==> src/rtl/xcu_pkg.sv <==
package xcu_pkg;

    typedef enum logic [1:0] {
        OP_HOLD  = 2'd0,
        OP_STEP  = 2'd1,
        OP_CLEAR = 2'd2
    } cell_op_e;

    typedef struct packed {
        logic add_bit;
        logic rm_bit;
    } bit_pair_t;

    // clear outranks the update strobe
    function automatic cell_op_e decode_op(input logic clr, input logic upd);
        if (clr)      return OP_CLEAR;
        else if (upd) return OP_STEP;
        else          return OP_HOLD;
    endfunction

endpackage

==> src/rtl/xcu_ctrl.sv <==
module xcu_ctrl
    import xcu_pkg::*;
(
    input  logic     clr_i,
    input  logic     upd_i,
    output cell_op_e op_o
);
    always_comb op_o = decode_op(clr_i, upd_i);
endmodule

==> src/rtl/xcu_term.sv <==
module xcu_term
    import xcu_pkg::*;
#(
    parameter int SAMPLE_W = 8,
    parameter int ACC_W    = 16
) (
    input  bit_pair_t            bits_i,
    input  logic [SAMPLE_W-1:0]  add_samp_i,
    input  logic [SAMPLE_W-1:0]  rm_samp_i,
    output logic [ACC_W-1:0]     delta_o
);
    localparam int EXT_W = ACC_W - SAMPLE_W;

    logic [ACC_W-1:0] add_ext, rm_ext, add_term, rm_term;

    always_comb begin
        add_ext  = {{EXT_W{add_samp_i[SAMPLE_W-1]}}, add_samp_i};
        rm_ext   = {{EXT_W{rm_samp_i[SAMPLE_W-1]}}, rm_samp_i};
        // bit 1 -> +sample, bit 0 -> -sample
        add_term = bits_i.add_bit ? add_ext : (~add_ext + 1'b1);
        rm_term  = bits_i.rm_bit  ? rm_ext  : (~rm_ext + 1'b1);
        delta_o  = add_term - rm_term;
    end
endmodule

==> src/rtl/xcu_cell.sv <==
module xcu_cell
    import xcu_pkg::*;
#(
    parameter int ACC_W = 16
) (
    input  logic             clk,
    input  logic             rst,
    input  cell_op_e         op_i,
    input  logic [ACC_W-1:0] delta_i,
    output logic [ACC_W-1:0] acc_o
);
    always_ff @(posedge clk) begin
        if (rst) begin
            acc_o <= '0;
        end else begin
            unique case (op_i)
                OP_CLEAR: acc_o <= '0;
                OP_STEP:  acc_o <= acc_o + delta_i;
                default:  acc_o <= acc_o;
            endcase
        end
    end
endmodule

==> src/rtl/xcu_rdmux.sv <==
module xcu_rdmux #(
    parameter int ROWS   = 4,
    parameter int COLS   = 4,
    parameter int ACC_W  = 16,
    parameter int ROW_IW = 3,
    parameter int COL_IW = 3
) (
    input  logic [ROWS*COLS*ACC_W-1:0] acc_flat_i,
    input  logic [ROW_IW-1:0]          row_i,
    input  logic [COL_IW-1:0]          col_i,
    output logic [ACC_W-1:0]           data_o
);
    int unsigned r_idx, c_idx;

    always_comb begin
        r_idx  = 32'(row_i);
        c_idx  = 32'(col_i);
        data_o = '0;
        if (r_idx < ROWS && c_idx < COLS)
            data_o = acc_flat_i[(r_idx*COLS + c_idx)*ACC_W +: ACC_W];
    end
endmodule

==> src/rtl/xcorr_updater.sv <==
module xcorr_updater
    import xcu_pkg::*;
#(
    parameter int NUM_USERS = 2,
    parameter int NUM_TAPS  = 4,
    parameter int SAMPLE_W  = 8,
    parameter int ACC_W     = 16,
    localparam int ROWS     = 2 * NUM_USERS,
    localparam int ROW_IW   = $clog2(ROWS + 1),
    localparam int COL_IW   = $clog2(NUM_TAPS + 1)
) (
    input  logic                         clk,
    input  logic                         rst,
    input  logic                         clr_i,
    input  logic                         upd_i,
    input  logic [ROWS-1:0]              new_bits_i,
    input  logic [NUM_TAPS*SAMPLE_W-1:0] new_samp_i,
    input  logic [ROWS-1:0]              old_bits_i,
    input  logic [NUM_TAPS*SAMPLE_W-1:0] old_samp_i,
    input  logic [ROW_IW-1:0]            rd_row_i,
    input  logic [COL_IW-1:0]            rd_col_i,
    output logic [ACC_W-1:0]             rd_data_o
);
    localparam int CELLS = ROWS * NUM_TAPS;

    cell_op_e                 op;
    logic [CELLS*ACC_W-1:0]   acc_flat;

    xcu_ctrl u_ctrl (
        .clr_i (clr_i),
        .upd_i (upd_i),
        .op_o  (op)
    );

    for (genvar r = 0; r < ROWS; r++) begin : g_row
        bit_pair_t row_bits;
        assign row_bits = '{add_bit: new_bits_i[r], rm_bit: old_bits_i[r]};

        for (genvar c = 0; c < NUM_TAPS; c++) begin : g_col
            logic [ACC_W-1:0] delta;

            xcu_term #(.SAMPLE_W(SAMPLE_W), .ACC_W(ACC_W)) u_term (
                .bits_i     (row_bits),
                .add_samp_i (new_samp_i[c*SAMPLE_W +: SAMPLE_W]),
                .rm_samp_i  (old_samp_i[c*SAMPLE_W +: SAMPLE_W]),
                .delta_o    (delta)
            );

            xcu_cell #(.ACC_W(ACC_W)) u_cell (
                .clk     (clk),
                .rst     (rst),
                .op_i    (op),
                .delta_i (delta),
                .acc_o   (acc_flat[(r*NUM_TAPS + c)*ACC_W +: ACC_W])
            );
        end
    end

    xcu_rdmux #(
        .ROWS(ROWS), .COLS(NUM_TAPS), .ACC_W(ACC_W),
        .ROW_IW(ROW_IW), .COL_IW(COL_IW)
    ) u_rdmux (
        .acc_flat_i (acc_flat),
        .row_i      (rd_row_i),
        .col_i      (rd_col_i),
        .data_o     (rd_data_o)
    );
endmodule

==> config.mk <==
export PLATFORM = sky130hd
export DESIGN_NAME = xcorr_updater
export DESIGN_NICKNAME = d
export VERILOG_FILES = /design/src/rtl/xcu_pkg.sv /design/src/rtl/xcu_ctrl.sv /design/src/rtl/xcu_term.sv /design/src/rtl/xcu_cell.sv /design/src/rtl/xcu_rdmux.sv /design/src/rtl/xcorr_updater.sv
export SDC_FILE = /design/constraint.sdc
export NUM_CORES = 2
export LEC_CHECK = 0
export ABC_AREA = 0
export BUFFER_PORTS_ARGS = -buffer_cell sky130_fd_sc_hd__buf_2
export CAP_MARGIN = 20
export CORE_MARGIN = 2
export CORE_UTILIZATION = 45
export CTS_CLUSTER_SIZE = 25
export DETAILED_ROUTE_END_ITERATION = 7
export MAX_ROUTING_LAYER = met4
export PLACE_DENSITY_LB_ADDON = 0.25
export SETUP_SLACK_MARGIN = 0.2
export SKIP_LAST_GASP = 1
export SLEW_MARGIN = 20
export SYNTH_ARGS = -nofsm -noshare
export SYNTH_HDL_FRONTEND = slang
export SYNTH_SLANG_ARGS = --single-unit
==> constraint.sdc <==
create_clock -name clk -period 6.8 [get_ports clk]
set_input_delay 2.04 -clock clk [delete_from_list [all_inputs] [get_ports clk]]
set_output_delay 2.04 -clock clk [all_outputs]
set_load 0.01 [all_outputs]
# Yosys cells after proc, flatten, opt, wreduce, memory -nomap -nowiden
# Index checks and enable logic that the tools add are counted.
dict set report classes {
  n_lt_le_gt_ge 2
  bitwise_logic 8
  shifts 1
  mux 51
  n_reduce_logical 2
  n_addsub 41
  eq_ne 2
}
# op count
set ops {}
lappend ops {{two-way mux 16 bit} 33}
lappend ops {{case mux 16 bit (2 select lines)} 16}
lappend ops {{adder 16 bit} 16}
lappend ops {{variable part select 256 x 33 -> 16 bit} 1}
lappend ops {{subtractor 16 bit} 16}
lappend ops {{adder 16 x 1 -> 16 bit (second input constant)} 8}
lappend ops {{NOT 16 bit} 8}
lappend ops {{adder 5 x 3 -> 6 bit} 1}
lappend ops {{< comparator 3 bit (second input constant)} 2}
lappend ops {{equality test 2 x 1 -> 1 bit (second input constant)} 1}
lappend ops {{equality test 2 bit (second input constant)} 1}
lappend ops {{two-way mux 2 bit} 1}
lappend ops {{nonzero test 2 bit} 1}
lappend ops {{logical AND 1 bit} 1}
lappend ops {{two-way mux 1 bit} 1}
dict set report word_totals {
  regBits 256
  input_bits 82
  wordCells 123
  out_inout_bits 16
}

# Longest topological paths before layout
dict set report logic_depth {
  word_depth 6
  depth_mapped 18
  depth_no_buf 18
}

# Modules after synthesis
# A second synthesis with hierarchy kept.
dict set report unflattened {
  cells_unflattened 5811
  area_unflattened_um2 43427.9
}
# mod cells_each seq_area_each_um2 instances area_per_inst_um2
set by_module_without_submodules {}
lappend by_module_without_submodules {{xcu_cell at g_row[0].g_col[1].u_cell ...} 171 320.3 12 1370.1}
lappend by_module_without_submodules {{xcu_term at g_row[0].g_col[0].u_term ...} 184 0.0 11 1208.7}
lappend by_module_without_submodules {{xcu_term at g_row[2].g_col[3].u_term ...} 189 0.0 4 1253.7}
lappend by_module_without_submodules {{xcu_cell at g_row[0].g_col[0].u_cell ...} 165 320.3 3 1348.8}
lappend by_module_without_submodules {xcu_rdmux 138 0.0 1 2100.8}
lappend by_module_without_submodules {{xcu_term at g_row[3].g_col[2].u_term} 191 0.0 1 1265.0}
lappend by_module_without_submodules {{xcu_cell at g_row[3].g_col[1].u_cell} 153 320.3 1 1243.7}
lappend by_module_without_submodules {xcu_ctrl 2 0.0 1 21.3}

# Worst setup path before layout
# Ideal clock, no wire load.
dict set report synth_path {
  path_type {in2out}
  from {input port rd_row_i[0]}
  to {output port rd_data_o[10]}
  arrival_ps 3695
  setup_slack_ps 1065
  path_stages 5
  path_buffers 2
  required_ps 4760
  path_cell_list {ha_1 -> buf_1 -> buf_2 -> mux4_2 -> nor2b_1}
}
dict set report synth_between {
  elab_chain_cells 3
  elab_cells_between_ends 5
  cone_classes {add/sub (1); order compare (1); shift (1); mux (1); reduce/logical (1)}
}
# element line_no
set synth_lines {}
lappend synth_lines {{from (decl)} xcorr_updater.sv:20} ;# input logic [ROW_IW-1:0] rd_row_i,
lappend synth_lines {{adder 5 x 3 -> 6 bit or < comparator 3 bit (tied branches)} {xcu_rdmux.sv:20, xcu_rdmux.sv:19}}
lappend synth_lines {{variable part select 256 x 33 -> 16 bit or logical AND 1 bit (tied branches)} {xcu_rdmux.sv:20, xcu_rdmux.sv:19}}
lappend synth_lines {{two-way mux 16 bit (*)} xcu_rdmux.sv:19} ;# if (r_idx < ROWS && c_idx < COLS)
lappend synth_lines {{to (decl)} xcorr_updater.sv:22} ;# output logic [ACC_W-1:0] rd_data_o
# Every way passes the cells marked *; elsewhere a longest branch is shown, timed or not.

# Worst setup path after layout
dict set report layout_path {
  from {input port rd_col_i[0]}
  to {output port rd_data_o[8]}
}
dict set report layout_between {
  elab_chain_cells 3
  elab_cells_between_ends 5
  cone_classes {add/sub (1); order compare (1); shift (1); mux (1); reduce/logical (1)}
}
# element line_no
set layout_lines {}
lappend layout_lines {{from (decl)} xcorr_updater.sv:21} ;# input logic [COL_IW-1:0] rd_col_i,
lappend layout_lines {{adder 5 x 3 -> 6 bit or < comparator 3 bit (tied branches)} {xcu_rdmux.sv:20, xcu_rdmux.sv:19}}
lappend layout_lines {{variable part select 256 x 33 -> 16 bit or logical AND 1 bit (tied branches)} {xcu_rdmux.sv:20, xcu_rdmux.sv:19}}
lappend layout_lines {{two-way mux 16 bit (*)} xcu_rdmux.sv:19}
# Marks and branches as above.

==> summary.md <==
| Metric | Value |
|---|---|
| Unrepaired setup endpoints after global routing | no |
| Synthesized area per cell | 8.10 um^2 |
| Vias | 29,709 |
| Total area of sequential cells | 5120 um^2 |
| Gr ovfl total | 0 |
| Number of flip-flops in the largest register | 256 |
| Leakage power | 17.6 nW |
| Run status | finished, final reports clean |
| Worst Path Required | 4.76 ns |
| Post-synth EDFFs | 0 |
| Share of cells above drive strength 1 | 0.0893 |
| Top Registers | g_row.g_col.u_cell.acc_o x256 |
| Synth Net Count | 4,862 |
| Slew headroom | 0.288 |
| Cts hold-fix bufs | 0 |
| CTS buffer count | 37 |
| Worst Hold Class | flip-flop to flip-flop |
| Yosys warnings | 0 |
| CP Class | input pin to output port |
| CP bufs+invs | 3 |
| Ys flop type | dfxtp_1 |
| Top reg by flops | g_row.g_col.u_cell.acc_o |
| Area Overhead vs Synth | 8.44% |
| Final net count | 4,864 |
| GRT Total Usage | 0.292 |
| FFs w/ async S/R, synth | 0 |
| Post_cts resized | 0 |
| PwrDens | 290 nW/um^2 |
| Sum Neg Setup Slack | 0 ns |
| Slew @ Worst Pin | 1.07 ns |
| Cell area after synthesis | 34,500 um^2 |
| CP arrival | 4.02 ns |
| Crit-path max cell delay | 0.52 ns |
| Max clock buf depth | 3 |
| Antenna violations before repair | 10 |
| Port Buffer Count | 97 |
| Cells after synthesis | 4,266 |
| Final Max Tran Viols | 0 |
| Die area | 79,000 um^2 |
| CP delay by family, top | multiplexers |
| Placer Congestion | 0.932 |
| Post-Layout Cell Count | 5,326 |
| Fillcell total | 7,409 |
| CP Launch Type | input pin |
| Die Ht | 281 um |
| Fmax achieved | 165 MHz |
| Max-cap violation count | 0 |
| Yosys cell types | 85 |
| Clock H-tree levels | 2 |
| Seq cells post-synth | 256 |
| Dpl cells | 5,259 |
| Register area share after synthesis | 0.148 |
| Total clock sinks | 256 |
| Final HPWL DP | 85.9 mm |
| Antenna-violating nets left | 0 |
| Vias in the first global route | 29,825 |
| Clk_skew | 0.0208 ns |
| Core box area | 75,900 um^2 |
| I/O pin count | 98 |
| Setup repair bufs after CTS | 0 |
| DRC violations left | 0 |
| Via-per-instance ratio | 5.58 |
| Clk pin slew, worst setup/hold paths | 0.06 ns |
| Wirelength per Cell | 20.7 um |
| Setup crit end kind | output port |
| Initial DRC Count | 2,305 |
| Largest net degree at the start of global routing | 170 |
| Setup violators final | 0 |
| Total wire length | 110 mm |
| Final Hold Fails | 0 |
| Core Rows | 101 |
| Clock Latency Late Sink | 0.58 ns |
| CP cell instances | buf_4, buf_12, mux4_2, mux4_2, nor2b_1, buf_2 |
| First-pass GRT wire length | 171 mm |
| Multi-input gate area | 25,600 um^2 |
| Top cell by count, worst path | mux4_2 |
| Initial Util | 0.455 |
| DRT Pass-1 Iters | 6 |
| Crit-path slowest cell | mux4_2 |
| Tcrit/Tclk final | 0.891 |
| Clock tree root buffer cell | clkbuf_16 |
| Period minus WS final | 6.06 ns |
| Maximum VDD drop | 0.187 mV |
| CTS tree | built |
| Die Wd | 281 um |
| CP max FO | 32 |
[power by group]
group          switching [mW]  leakage (nW)  internal, mW
Clock                   0.837         0.621          1.26
Combinational            3.81          14.9          2.85
Sequential              0.361          2.09          1.73
Total                    5.01          17.6          5.84
[logic make-up (layout without fill, tap and decap cells)]
logic type | count (synthesis) | in the layout | share of synthesized area
AO/OA/AOI/OAI | 872 | 872 | 0.160
flip-flops | 256 | 256 | 0.148
other | 0 | 5 | 0
multiplexers | 330 | 330 | 0.125
AND/OR/NAND/NOR | 908 | 908 | 0.121
buffers and inverters | 1007 | 1032 | 0.111
XOR/XNOR | 379 | 379 | 0.0961
adder cells (fa/ha/maj) | 514 | 514 | 0.238
[cell usage in the layout (no fill, tap or decap), drive strengths merged, types with 52 or more instances in the layout]
master / count
a211oi: 54
a21o: 83
a21oi: 238
buf: 173
clkbuf: 54
dfxtp: 256
fa: 240
ha: 274
inv: 794
mux2i: 232
mux4: 80
nand2: 185
nand3: 52
nor2: 446
o21ai: 254
xnor2: 229
xor2: 150
[worst paths after layout]
path / from / end / slack [ns] / cells after the start
min reg2reg: g_row[0].g_col[2].u_cell.acc_o[14]$_SDFFE_PP0P_ / g_row[0].g_col[2].u_cell.acc_o[14]$_SDFFE_PP0P_ / 0.47 / 2
min: g_row[0].g_col[2].u_cell.acc_o[14]$_SDFFE_PP0P_ / g_row[0].g_col[2].u_cell.acc_o[14]$_SDFFE_PP0P_ / 0.47 / 2
max: rd_col_i[0] / rd_data_o[8] / 0.74 / 6
max reg2reg: g_row[1].g_col[3].u_cell.acc_o[1]$_SDFFE_PP0P_ / g_row[1].g_col[3].u_cell.acc_o[14]$_SDFFE_PP0P_ / 3.31 / 11
[layout make-up]
| type | instances | area share |
|---|---|---|
| Antenna cell | 5 | 0.000334 |
| Clock buffer | 54 | 0.0302 |
| Clock inverter | 8 | 0.00317 |
| Inverter | 797 | 0.0799 |
| Multi-Input combinational cell | 3003 | 0.684 |
| Sequential cell | 256 | 0.137 |
| Tap cell | 1030 | 0.0344 |
| Timing Repair Buffer | 173 | 0.0311 |
[synth_stat cells (all sizes together) (52+ instances only)]
cell type  instances  area (um^2)
buf               65          287
mux4              80         1800
a21o              83          623
nand2            185          694
nor2             446         1670
xnor2            229         2010
o21ai            254         1270
a21oi            238         1190
nand3             52          260
xor2             150         1310
inv              793         2980
mux2i            232         2320
ha               274         3430
clkbuf           145          544
a211oi            54          415
fa               240         4800
dfxtp            256         5120
[worst register-to-register path, stage by stage, from the launching register on]
cell       delay (ns)
dfxtp_1          0.50
inv_1            0.11
fa_1             0.55
inv_1            0.06
fa_1             0.41
a21o_1           0.17
a21oi_1          0.29
o2111ai_1        0.21
a221oi_1         0.66
o21ai_1          0.15
xnor2_1          0.17
o21ai_0          0.09
[metrics by stage]
step | util | setup slack, ns | hold slack (ns) | power (mW) | area (um^2)
floorplan | - | 1.07 | 0.435 | 7.08 | 34500
global route | 0.493 | 0.651 | 0.481 | 11.8 | 37500
finish | 0.493 | 0.744 | 0.466 | 10.8 | 37500
global placement | 0.476 | 0.573 | 0.452 | 8.60 | 36200
detailed placement | 0.476 | 0.525 | 0.458 | 8.67 | 36200
CTS | 0.493 | 0.730 | 0.467 | 10.8 | 37400
[metal layers]
metal	share of wire	wire length [um]	global-route usage	up-vias
met4	0.036	3940	0.107	0
met5	0	0	-	-
li1	-	-	-	14124
met3	0.063	7010	0.0297	226
met1	0.43	47400	0.373	14476
met2	0.47	52000	0.478	883
No activity file was read; power rests on OpenSTA's default activity.
